**config.mk**
```make
export PLATFORM = sky130hd
export DESIGN_NAME = fracn_divider
export DESIGN_NICKNAME = d
export VERILOG_FILES = /design/src/rtl/fracn_pkg.sv /design/src/rtl/fracn_ctrl.sv /design/src/rtl/fracn_datapath.sv /design/src/rtl/fracn_divider.sv
export SDC_FILE = /design/constraint.sdc
export NUM_CORES = 1
export LEC_CHECK = 0
export BUFFER_PORTS_ARGS = -buffer_cell sky130_fd_sc_hd__clkbuf_2
export CORE_MARGIN = 5
export CORE_UTILIZATION = 45
export CTS_CLUSTER_SIZE = 12
export DETAILED_ROUTE_END_ITERATION = 10
export GPL_ROUTABILITY_DRIVEN = 0
export PLACE_DENSITY = 0.73
export SKIP_LAST_GASP = 1
export SLEW_MARGIN = 5
export SYNTH_ARGS = -nofsm -noshare
export SYNTH_HDL_FRONTEND = slang
export SYNTH_SLANG_ARGS = --single-unit
export TNS_END_PERCENT = 1
```
**constraint.sdc**
```tcl
create_clock -name clk -period 8.9 [get_ports clk]
set_clock_uncertainty 0.15 [all_clocks]
set_input_delay 0.445 -clock clk [delete_from_list [all_inputs] [get_ports clk]]
set_output_delay 0.445 -clock clk [all_outputs]
set_load 0.05 [all_outputs]
```
**src/rtl/fracn_pkg.sv**
```systemverilog
package fracn_pkg;
  localparam int N_W     = 4;
  localparam int K_W     = 24;
  localparam int K_LO_W  = 9;
  localparam int K_MID_W = 9;
  localparam int K_HI_W  = K_W - K_LO_W - K_MID_W;
  localparam int DATA_W  = 9;
  localparam int ADDR_W  = 3;
  localparam int SDIV_W  = 3;

  typedef enum logic [ADDR_W-1:0] {
    ADR_CTL  = 3'd0,
    ADR_KHI  = 3'd1,
    ADR_KMID = 3'd2,
    ADR_KLO  = 3'd3,
    ADR_SDIV = 3'd4
  } regAddr_e;

  typedef enum logic [1:0] {
    PRE_X2   = 2'b00,
    PRE_BYP  = 2'b01,
    PRE_DIV2 = 2'b10,
    PRE_DIV4 = 2'b11
  } preSel_e;

  // Strobes and settings handed from control to datapath
  typedef struct packed {
    logic             hold;
    logic             fracEn;
    preSel_e          preSel;
    logic [N_W-1:0]   nVal;
    logic [K_W-1:0]   kVal;
    logic [SDIV_W-1:0] sysDiv;
  } ctrlStrobe_t;
endpackage

```
**src/rtl/fracn_ctrl.sv**
```systemverilog
module fracn_ctrl
  import fracn_pkg::*;
#(
  parameter int N_MIN     = 5,
  parameter int N_MAX     = 12,
  parameter int N_RST     = 8,
  parameter int K_HI_RST  = 'h0C,
  parameter int K_MID_RST = 'h093,
  parameter int K_LO_RST  = 'h0E9
) (
  input  logic              clk,
  input  logic              rst,
  input  logic              wrEn,
  input  logic [ADDR_W-1:0] wrAddr,
  input  logic [DATA_W-1:0] wrData,
  output ctrlStrobe_t       cfg
);
  logic               pdnR, fracR;
  preSel_e            preR;
  logic [N_W-1:0]     nR;
  logic [K_HI_W-1:0]  kHiR;
  logic [K_MID_W-1:0] kMidR;
  logic [K_LO_W-1:0]  kLoR;
  logic [SDIV_W-1:0]  sDivR;

  function automatic logic [N_W-1:0] clampN(input logic [N_W-1:0] v);
    if (int'(v) < N_MIN)      return N_W'(N_MIN);
    else if (int'(v) > N_MAX) return N_W'(N_MAX);
    else                      return v;
  endfunction

  always_ff @(posedge clk) begin
    if (rst) begin
      pdnR  <= 1'b0;
      fracR <= 1'b0;
      preR  <= PRE_X2;
      nR    <= N_W'(N_RST);
      kHiR  <= K_HI_W'(K_HI_RST);
      kMidR <= K_MID_W'(K_MID_RST);
      kLoR  <= K_LO_W'(K_LO_RST);
      sDivR <= '0;
    end else if (wrEn) begin
      case (regAddr_e'(wrAddr))
        ADR_CTL: begin
          pdnR  <= wrData[7];
          fracR <= wrData[6];
          preR  <= preSel_e'(wrData[5:4]);
          nR    <= clampN(wrData[3:0]);
        end
        ADR_KHI:  kHiR  <= wrData[K_HI_W-1:0];
        ADR_KMID: kMidR <= wrData[K_MID_W-1:0];
        ADR_KLO:  kLoR  <= wrData[K_LO_W-1:0];
        ADR_SDIV: sDivR <= wrData[SDIV_W-1:0];
        default: ;
      endcase
    end
  end

  always_comb begin
    cfg.hold   = pdnR;
    cfg.fracEn = fracR;
    cfg.preSel = preR;
    cfg.nVal   = nR;
    cfg.kVal   = {kHiR, kMidR, kLoR};
    cfg.sysDiv = sDivR;
  end

  // stored modulus never leaves the legal window
  p_n_window_r4: assert property (@(posedge clk) disable iff (rst)
    (int'(nR) >= N_MIN) && (int'(nR) <= N_MAX));
endmodule

```
**src/rtl/fracn_datapath.sv**
```systemverilog
module fracn_datapath
  import fracn_pkg::*;
#(
  parameter int N_RST = 8,
  parameter int POST_DIV = 4
) (
  input  logic        clk,
  input  logic        rst,
  input  ctrlStrobe_t cfg,
  output logic        pllTick,
  output logic        postTick,
  output logic        sysTick
);
  localparam int CNT_W  = N_W + 1;
  localparam int POST_W = $clog2(POST_DIV);

  logic [1:0]        preCnt;
  logic              preTick;
  logic [CNT_W-1:0]  cnt, activeMod;
  logic [K_W-1:0]    acc;
  logic [K_W:0]      sum;
  logic [POST_W-1:0] postCnt;
  logic [SDIV_W-1:0] sysCnt;
  logic              pllQ, postQ, sysQ;
  logic              periodEnd;
  logic [CNT_W-1:0]  nExt;

  always_comb begin
    unique case (cfg.preSel)
      PRE_DIV2: preTick = preCnt[0];
      PRE_DIV4: preTick = &preCnt;
      default:  preTick = 1'b1;
    endcase
  end

  assign nExt      = {1'b0, cfg.nVal};
  assign sum       = {1'b0, acc} + {1'b0, cfg.kVal};
  assign periodEnd = preTick && (cnt == activeMod - CNT_W'(1));

  always_ff @(posedge clk) begin
    if (rst || cfg.hold) begin
      preCnt    <= '0;
      cnt       <= '0;
      activeMod <= rst ? CNT_W'(N_RST) : nExt;
      acc       <= '0;
      postCnt   <= '0;
      sysCnt    <= '0;
      pllQ      <= 1'b0;
      postQ     <= 1'b0;
      sysQ      <= 1'b0;
    end else begin
      preCnt <= preCnt + 2'd1;
      pllQ   <= periodEnd;
      postQ  <= 1'b0;
      sysQ   <= 1'b0;
      if (preTick) cnt <= periodEnd ? '0 : cnt + CNT_W'(1);
      if (periodEnd) begin
        if (cfg.fracEn) begin
          acc       <= sum[K_W-1:0];
          activeMod <= nExt + CNT_W'(sum[K_W]);
        end else begin
          acc       <= '0;
          activeMod <= nExt;
        end
        postCnt <= postCnt + POST_W'(1);
        if (postCnt == POST_W'(POST_DIV - 1)) begin
          postQ  <= 1'b1;
          sysCnt <= (sysCnt == cfg.sysDiv) ? '0 : sysCnt + SDIV_W'(1);
          if (sysCnt == cfg.sysDiv) sysQ <= 1'b1;
        end
      end
    end
  end

  assign pllTick  = pllQ  & ~cfg.hold;
  assign postTick = postQ & ~cfg.hold;
  assign sysTick  = sysQ  & ~cfg.hold;

  // integer-only operation loads exactly N at the boundary
  p_int_mod_r3: assert property (@(posedge clk) disable iff (rst)
    (periodEnd && !cfg.fracEn) |=> (activeMod == {1'b0, $past(cfg.nVal)}));
  // fractional modulus is N or N+1
  p_frac_mod_r5: assert property (@(posedge clk) disable iff (rst)
    periodEnd |=> ((activeMod == {1'b0, $past(cfg.nVal)}) ||
                   (activeMod == {1'b0, $past(cfg.nVal)} + CNT_W'(1))));
  // period counter never passes the modulus in force
  p_cnt_bound_r9: assert property (@(posedge clk) disable iff (rst)
    cnt < activeMod);
  // power-down clears state
  p_pdn_clear_r8: assert property (@(posedge clk) disable iff (rst)
    cfg.hold |=> (!pllQ && acc == '0 && cnt == '0));
  // post-divider pulse coincides with a main pulse
  p_post_align_r7: assert property (@(posedge clk) disable iff (rst)
    postQ |-> pllQ);
endmodule

```
**src/rtl/fracn_divider.sv**
```systemverilog
module fracn_divider
  import fracn_pkg::*;
#(
  parameter int N_MIN = 5,
  parameter int N_MAX = 12,
  parameter int N_RST = 8
) (
  input  logic              clk,
  input  logic              rst,
  input  logic              wrEn,
  input  logic [ADDR_W-1:0] wrAddr,
  input  logic [DATA_W-1:0] wrData,
  output logic              pllTick,
  output logic              postTick,
  output logic              sysTick
);
  ctrlStrobe_t cfg;

  fracn_ctrl #(.N_MIN(N_MIN), .N_MAX(N_MAX), .N_RST(N_RST)) uCtrl (
    .clk(clk), .rst(rst), .wrEn(wrEn), .wrAddr(wrAddr), .wrData(wrData), .cfg(cfg)
  );

  fracn_datapath #(.N_RST(N_RST), .POST_DIV(4)) uPath (
    .clk(clk), .rst(rst), .cfg(cfg),
    .pllTick(pllTick), .postTick(postTick), .sysTick(sysTick)
  );
endmodule

```
==> reports/results.ini, run 1 <==
[sta]
slew_violations=0
fin_crit_ps=3220
whs_ps=184
setup_violations=0
worstMarginPinSlew_ps=1010
grt_setup_unrepaired=false
finalHoldViolCount=0
maxClockFrequency_ghz=0.310
fin_ws_ps=5680
relSlewSlack=0.322
fin_setup_tns_ps=0
period_share=0.362

[route]
finalWirelength_mm=10.4
viasPerCell=5.59
wire_per_inst_um=15.5
ant_nets=0
drc=0
drt-pass1-iter-count=4
drtIter0Drc=195
vias=3745

[worst_setup_path]
required_ps=8840
slowest_delay_ps=390
crit_path_start=uPath.acc[0]
cp_slowest_cell=fa_1
cp.buffers_inverters=1
end_kind=flop
cp_common_cell=ha_1
startpoint_type=flop
critical_path.reg2reg.startpoint=uPath.acc[0]
path_max_fanout=3
cp_data_arrival_time_ps=3160
crit_family=adder cells
path_class=reg -> reg
worstPathCellList=ha_1, inv_1, fa_1, nand2b_1, a21oi_1, o21ai_0, a21oi_1, nor2_1, o21ai_0, ha_1, ha_1, mux2i_1, nor2_1

[cts]
hold_buffers=0
post_cts_buffers=0
cts_buffers=9
path_clk_slew_ps=90
cts_root_buf=clkbuf_8
cts_resized=0
cts_tree=yes
cts_max_path_buffers=2
htreeDepth=3
cts_sinks=79
clock_latency_ps=370

[logic_synthesis]
synth_edf_count=5
synth_ff_type=dfxtp_1
muxShareOfSynthArea=0.0355
synth_warnings=0
synth_top_family_by_area=simple AND/OR/NAND/NOR gates
synth_xor_area_frac=0.0639
synthesis.area_mm2=0.00451
synth.avg_cell_area_um2=8.58
synthAdderAreaFrac=0.0905
syn_inst=525
synth_compound_area_frac=0.193
ys_seq_elements=79
synth-seq-area-share=0.362
synth-simple-area-share=0.221
ys_types=59
async_flop_share=0
syn_nets=572

[floorplan]
die_area_mm2=0.0121
rows=36
die-height_um=110
start_util=0.461
io_pins=18
die_x_um=110
coreArea_mm2=0.00977

[layout]
synthToLayoutAreaGrowth_pct=7.77
final_util=0.497
layout_common_cells=nand2_1, dfxtp_1, nor2_1
fillers=917
layout_commonest_cell=nand2_1
nNetsFinal=579
diodes=0
drive_above_1_share=0.104

[placed_design]
pre_cts_slack_ps=5730
dpl.hpwl_mm=7.57
portBuffers=17

[grt]
grt_overflow=0
grt_pass1_wl_mm=17.3
grt_pass1_vias=3570
grt_max_degree=42
grt_usage=0.184
antenna_found_initial=0

[hold_path]
worstHoldStart=wrData[8]
hp-class=in -> reg

[run]
maxCapViolCount=0

[power]
p_per_area_mw_per_mm2=145
p_leak_uw=0.00193
ir_drop_mv=0.0850

[run_status]
status=finished, final reports clean

metal layers:
metal,global-route usage,part of all wire,wire [µm]
met1,0.240,0.46,4760
met2,0.304,0.48,4990
met5,0,0,0
met3,0.0291,0.039,401
met4,0.0739,0.019,198
metrics by stage:
stage,cell area [µm²],total power (µW),std cells
after floorplan,4510,425,525
after global placement,4660,441,654
after detailed placement,4660,443,654
after CTS,4860,706,670
after global routing,4860,730,670
final,4860,703,670
kinds of logic (layout without fill, tap and decap cells):
| group | Yosys count | in the layout |
|---|---|---|
| compound gates | 130 | 130 |
| xor+xnor | 32 | 32 |
| fa+ha+maj | 32 | 32 |
| buf+inv | 35 | 47 |
| flops | 79 | 79 |
| mux | 16 | 16 |
| simple gates | 201 | 201 |
Yosys cell counts, types with 2 or more instances:
| library cell | number | area [µm²] |
|---|---|---|
| xnor2_1 | 18 | 158 |
| ha_1 | 31 | 388 |
| o211ai_1 | 6 | 45.0 |
| a21boi_0 | 2 | 15.0 |
| nor3_1 | 12 | 60.1 |
| inv_1 | 13 | 48.8 |
| o21bai_1 | 2 | 15.0 |
| xor2_1 | 13 | 114 |
| and2_1 | 8 | 50.1 |
| buf_2 | 6 | 30.0 |
| dfxtp_1 | 74 | 1480 |
| o31ai_1 | 5 | 37.5 |
| a211oi_1 | 5 | 37.5 |
| nand2_1 | 75 | 282 |
| edfxtp_1 | 5 | 150 |
| nand3b_1 | 8 | 60.1 |
| o21a_1 | 4 | 30.0 |
| a21oi_1 | 42 | 210 |
| nor2b_1 | 10 | 62.6 |
| o21ai_2 | 9 | 78.8 |
| and3_1 | 5 | 31.3 |
| nand4_1 | 9 | 56.3 |
| nand2b_1 | 4 | 25.0 |
| a31oi_1 | 4 | 25.0 |
| nand3_1 | 11 | 55.1 |
| buf_6 | 2 | 22.5 |
| nor2_1 | 44 | 165 |
| or3_1 | 2 | 12.5 |
| o21ai_0 | 22 | 110 |
| a22o_1 | 7 | 61.3 |
| a211o_1 | 6 | 52.6 |
| mux2i_1 | 16 | 160 |
| clkbuf_1 | 14 | 52.6 |
| a21o_1 | 5 | 37.5 |
| o31a_1 | 2 | 17.5 |
worst reg2reg max path, delay by kind of cell, from the launching register on:
kind                     cells  cell delay, ps
flip-flops                   1             350
adder cells (fa/ha/maj)      4            1020
multiplexers                 1             130
buffers and inverters        1              70
AO/OA/AOI/OAI                4             930
AND/OR/NAND/NOR              3             320
registers in the layout, indices dropped and copies added (netlist names), 2 cells and up:
register	count
uCtrl.kLoR	9
uCtrl.preR	2
uPath.sysCnt	3
uPath.preCnt	2
uPath.acc	24
uCtrl.kHiR	6
uPath.postCnt	2
uCtrl.sDivR	3
uPath.cnt	5
uCtrl.nR	4
uCtrl.kMidR	9
uPath.activeMod	5
layout make-up:
cell class                      count  area [µm²]  share of cell area
Sequential cell                    79        1630               0.336
Timing Repair Buffer               18        92.6              0.0191
Tap cell                          133         166              0.0343
Clock buffer                        9         124              0.0255
Clock inverter                      7        72.6              0.0149
Inverter                           13        48.8              0.0100
Multi-Input combinational cell    411        2720               0.560
where the power goes:
group          internal [µW]  total [µW]  switching, µW
clock                    111         267            157
combinational           23.4        62.8           39.4
sequential               365         373           7.20
total                    499         703            204
path summary, 6_finish.rpt:
path	end	slack, ps	cells after the start
min reg2reg	uPath.preCnt[0]	320	1
max	uPath.activeMod[1]	5680	13
min	uCtrl.kLoR[8]	180	3
max reg2reg	uPath.activeMod[1]	5680	13
No activity file was read; power rests on OpenSTA's default activity.
==> run 2, diff against run 1 <==
clock period = 3 ns   (was 8.9 ns; I/O delays follow)
==> run 2 against run 1 <==
  * Final cell count up 3.3%
  * First-iteration DRC count down 4.6%
  * Die area unchanged
  * Core utilization up 2.4 points
  * Worst hold slack worse by 130 ps
  * Global-route usage up 0.33 points
  * Sequential power rose to 3.0 times the previous value
  * Routed wire length up 4.7%
  * Sequential cell count unchanged
  * Combinational power rose to 3.2 times the previous value
  * Sequential share of layout area down 1.5 points
==> reports/results.ini, run 2 (same netlist as run 1, synthesis figures left out) <==
[worst_setup_path]
cp_data_arrival_time_ps=2840  ; was 3160 ps
worstPathCellList=ha_4, inv_2, fa_2, nand2b_4, a21oi_4, o21ai_2, a21oi_2, nor2_1, o21ai_1, ha_2, ha_2, mux2i_1, nor2_1  ; was ha_1, inv_1, fa_1, nand2b_1, a21oi_1, o21ai_0, a21oi_1, nor2_1, o21ai_0, ha_1, ha_1, mux2i_1, nor2_1
cp.buffers_inverters=1  ; unchanged
slowest_delay_ps=390  ; about the same
path_class=reg -> reg  ; unchanged
cp_slowest_cell=fa_2  ; was fa_1
end_kind=flop  ; unchanged
path_max_fanout=3  ; unchanged
startpoint_type=flop  ; unchanged
crit_family=adder cells  ; unchanged
reg2reg_slack_ps=120  ; was 5680 ps
required_ps=2960  ; was 8840 ps

[route]
drtIter0Drc=186  ; was 195
drc=0  ; unchanged
drt-pass1-iter-count=5  ; was 4
wl_met1_mm=4.91  ; was 4.76 mm
vias=3909  ; was 3745
wire_per_inst_um=15.7  ; was 15.5 µm
dr_wl_met2_mm=5.16  ; was 4.99 mm
finalWirelength_mm=10.8  ; was 10.4 mm
top_layer=met4  ; unchanged
viasPerCell=5.65  ; was 5.59
wl_met3_um=474  ; was 401 µm
ant_nets=0  ; unchanged

[grt]
grt_pass1_wl_mm=17.8  ; was 17.3 mm
grt_usage=0.187  ; was 0.184
grt_pass1_vias=3776  ; was 3570
grt_max_degree=24  ; was 42
grt_overflow=0  ; unchanged
antenna_found_initial=0  ; unchanged

[layout]
layout_common_cells=nand2_1, dfxtp_1, nor2_1  ; unchanged
largest-register=uPath.acc  ; unchanged
nNetsFinal=601  ; was 579
drive_above_1_share=0.148  ; was 0.104
final_cells=692  ; was 670
synthToLayoutAreaGrowth_pct=13.1  ; was 7.77%
layout_commonest_cell=nand2_1  ; unchanged
diodes=0  ; unchanged
largest_registers=uPath.acc: 24 flops, uCtrl.kLoR: 9 flops, uCtrl.kMidR: 9 flops  ; unchanged
largest_reg_flops=24  ; unchanged

[placed_design]
dp.cells=666  ; was 654
pre_cts_slack_ps=-186  ; was 5730 ps
dpl.hpwl_mm=7.81  ; was 7.57 mm
portBuffers=17  ; unchanged

[floorplan]
die_x_um=110  ; unchanged
die_area_mm2=0.0121  ; unchanged
coreArea_mm2=0.00977  ; unchanged
rows=36  ; unchanged
die-height_um=110  ; unchanged
start_util=0.461  ; unchanged
io_pins=18  ; unchanged

[power]
p_leak_uw=0.00205  ; was 0.00193 µW
clkPwrFrac=0.387  ; was 0.380
p_switching_uw=577  ; was 204 µW
seqPwrFrac=0.518  ; was 0.530
swShare=0.270  ; was 0.290
comb_power_share=0.095  ; was 0.089
p_per_area_mw_per_mm2=419  ; was 145 mW/mm²
ir_drop_mv=0.307  ; was 0.0850 mV
intPower_uw=1560  ; was 499 µW

[cts]
cts_tree=yes  ; unchanged
clock_latency_ps=350  ; was 370 ps
cts_sinks=79  ; unchanged
cts_root_buf=clkbuf_8  ; unchanged
path_clk_slew_ps=90  ; about the same
htreeDepth=3  ; unchanged
cts_max_path_buffers=2  ; unchanged
cts_buffers=9  ; unchanged

[sta]
period_share=0.960  ; was 0.362
fin_crit_ps=2880  ; was 3220 ps
finalHoldViolCount=0  ; unchanged
maxClockFrequency_ghz=0.347  ; was 0.310 GHz
slew_violations=0  ; unchanged
setup_violations=0  ; unchanged
worstMarginPinSlew_ps=530  ; was 1010 ps
fin_ws_ps=120  ; was 5680 ps
relSlewSlack=0.645  ; was 0.322

[run_status]
status=finished, final reports clean  ; unchanged

[run]
maxCapViolCount=0  ; unchanged

[hold_path]
hp-class=in -> reg  ; unchanged

run 2: cell count changes in the layout (fill, tap and decap cells not counted), sizes merged:
cell         delta
buf            +15
bufinv          +1
clkinv          +1
clkinvlp        -1
dlygate4sd3     +7
inv             -1
run 2: final cells by class:
type                    count  area, µm²
inverters                  13       48.8
repair buffers             40        275
clock inverters             7       76.3
clock buffers               9        124
fillers                   909       4680
multi-input cells         411       2770
flip-flops and latches     79       1630
well taps                 133        166
run 2: worst paths after layout:
| check | cells past startpoint | end | from |
|---|---|---|---|
| min | 3 | uCtrl.nR[3] | wrData[3] |
| min reg2reg | 2 | uPath.acc[22] | uPath.acc[22] |
| max reg2reg | 13 | uPath.activeMod[1] | uPath.acc[0] |
| max | 13 | uPath.activeMod[1] | uPath.acc[0] |
run 2: layer usage:
metal | vias to the layer above | global-route usage
li1 | 1919 | -
met1 | 1849 | 0.237
met2 | 113 | 0.315
met3 | 28 | 0.0332
met4 | 0 | 0.0766
met5 | - | 0
run 2: through the flow:
stage / hold slack, ps / power (µW) / instance area, µm² / utilization / setup TNS [ps]
CTS: 3.94 / 2140 / 5030 / 0.514 / 0
global placement: 267 / 1320 / 4750 / 0.486 / -43.7
finish: 50.0 / 2140 / 5100 / 0.521 / 0
floorplan: 118 / 1260 / 4510 / - / 0
global route: 31.5 / 2220 / 5100 / 0.521 / -27.3
detailed placement: 268 / 1320 / 4750 / 0.486 / -515
run 2: repair_timing:
| item | 4_1_cts | 5_1_grt |
|---|---|---|
| gates resized for setup | 4 | 13 |
| hold endpoints to repair | 15 | 2 |
| hold buffers | 6 | 1 |
| setup buffers | 1 | 2 |
| pin swaps | 1 | 9 |
| endpoints found under the setup margin | 5 | 4 |
run 2: worst register-to-register path: cells and delay by family, from the launching register on:
family / cells / cell delay, ps
adder cells (fa/ha/maj): 4 / 1000
AO/OA/AOI/OAI: 4 / 630
flip-flops: 1 / 360
AND/OR/NAND/NOR: 3 / 300
multiplexers: 1 / 150
buffers and inverters: 1 / 40
run 2: power by group through the flow:
stage | registers (µW) | clock network [µW] | logic (µW)
finish | 1110 | 827 | 202
detailed placement | 1130 | 0 | 193
global route | 1110 | 886 | 222
global placement | 1130 | 0 | 187
CTS | 1110 | 836 | 200
floorplan | 1120 | 0 | 137
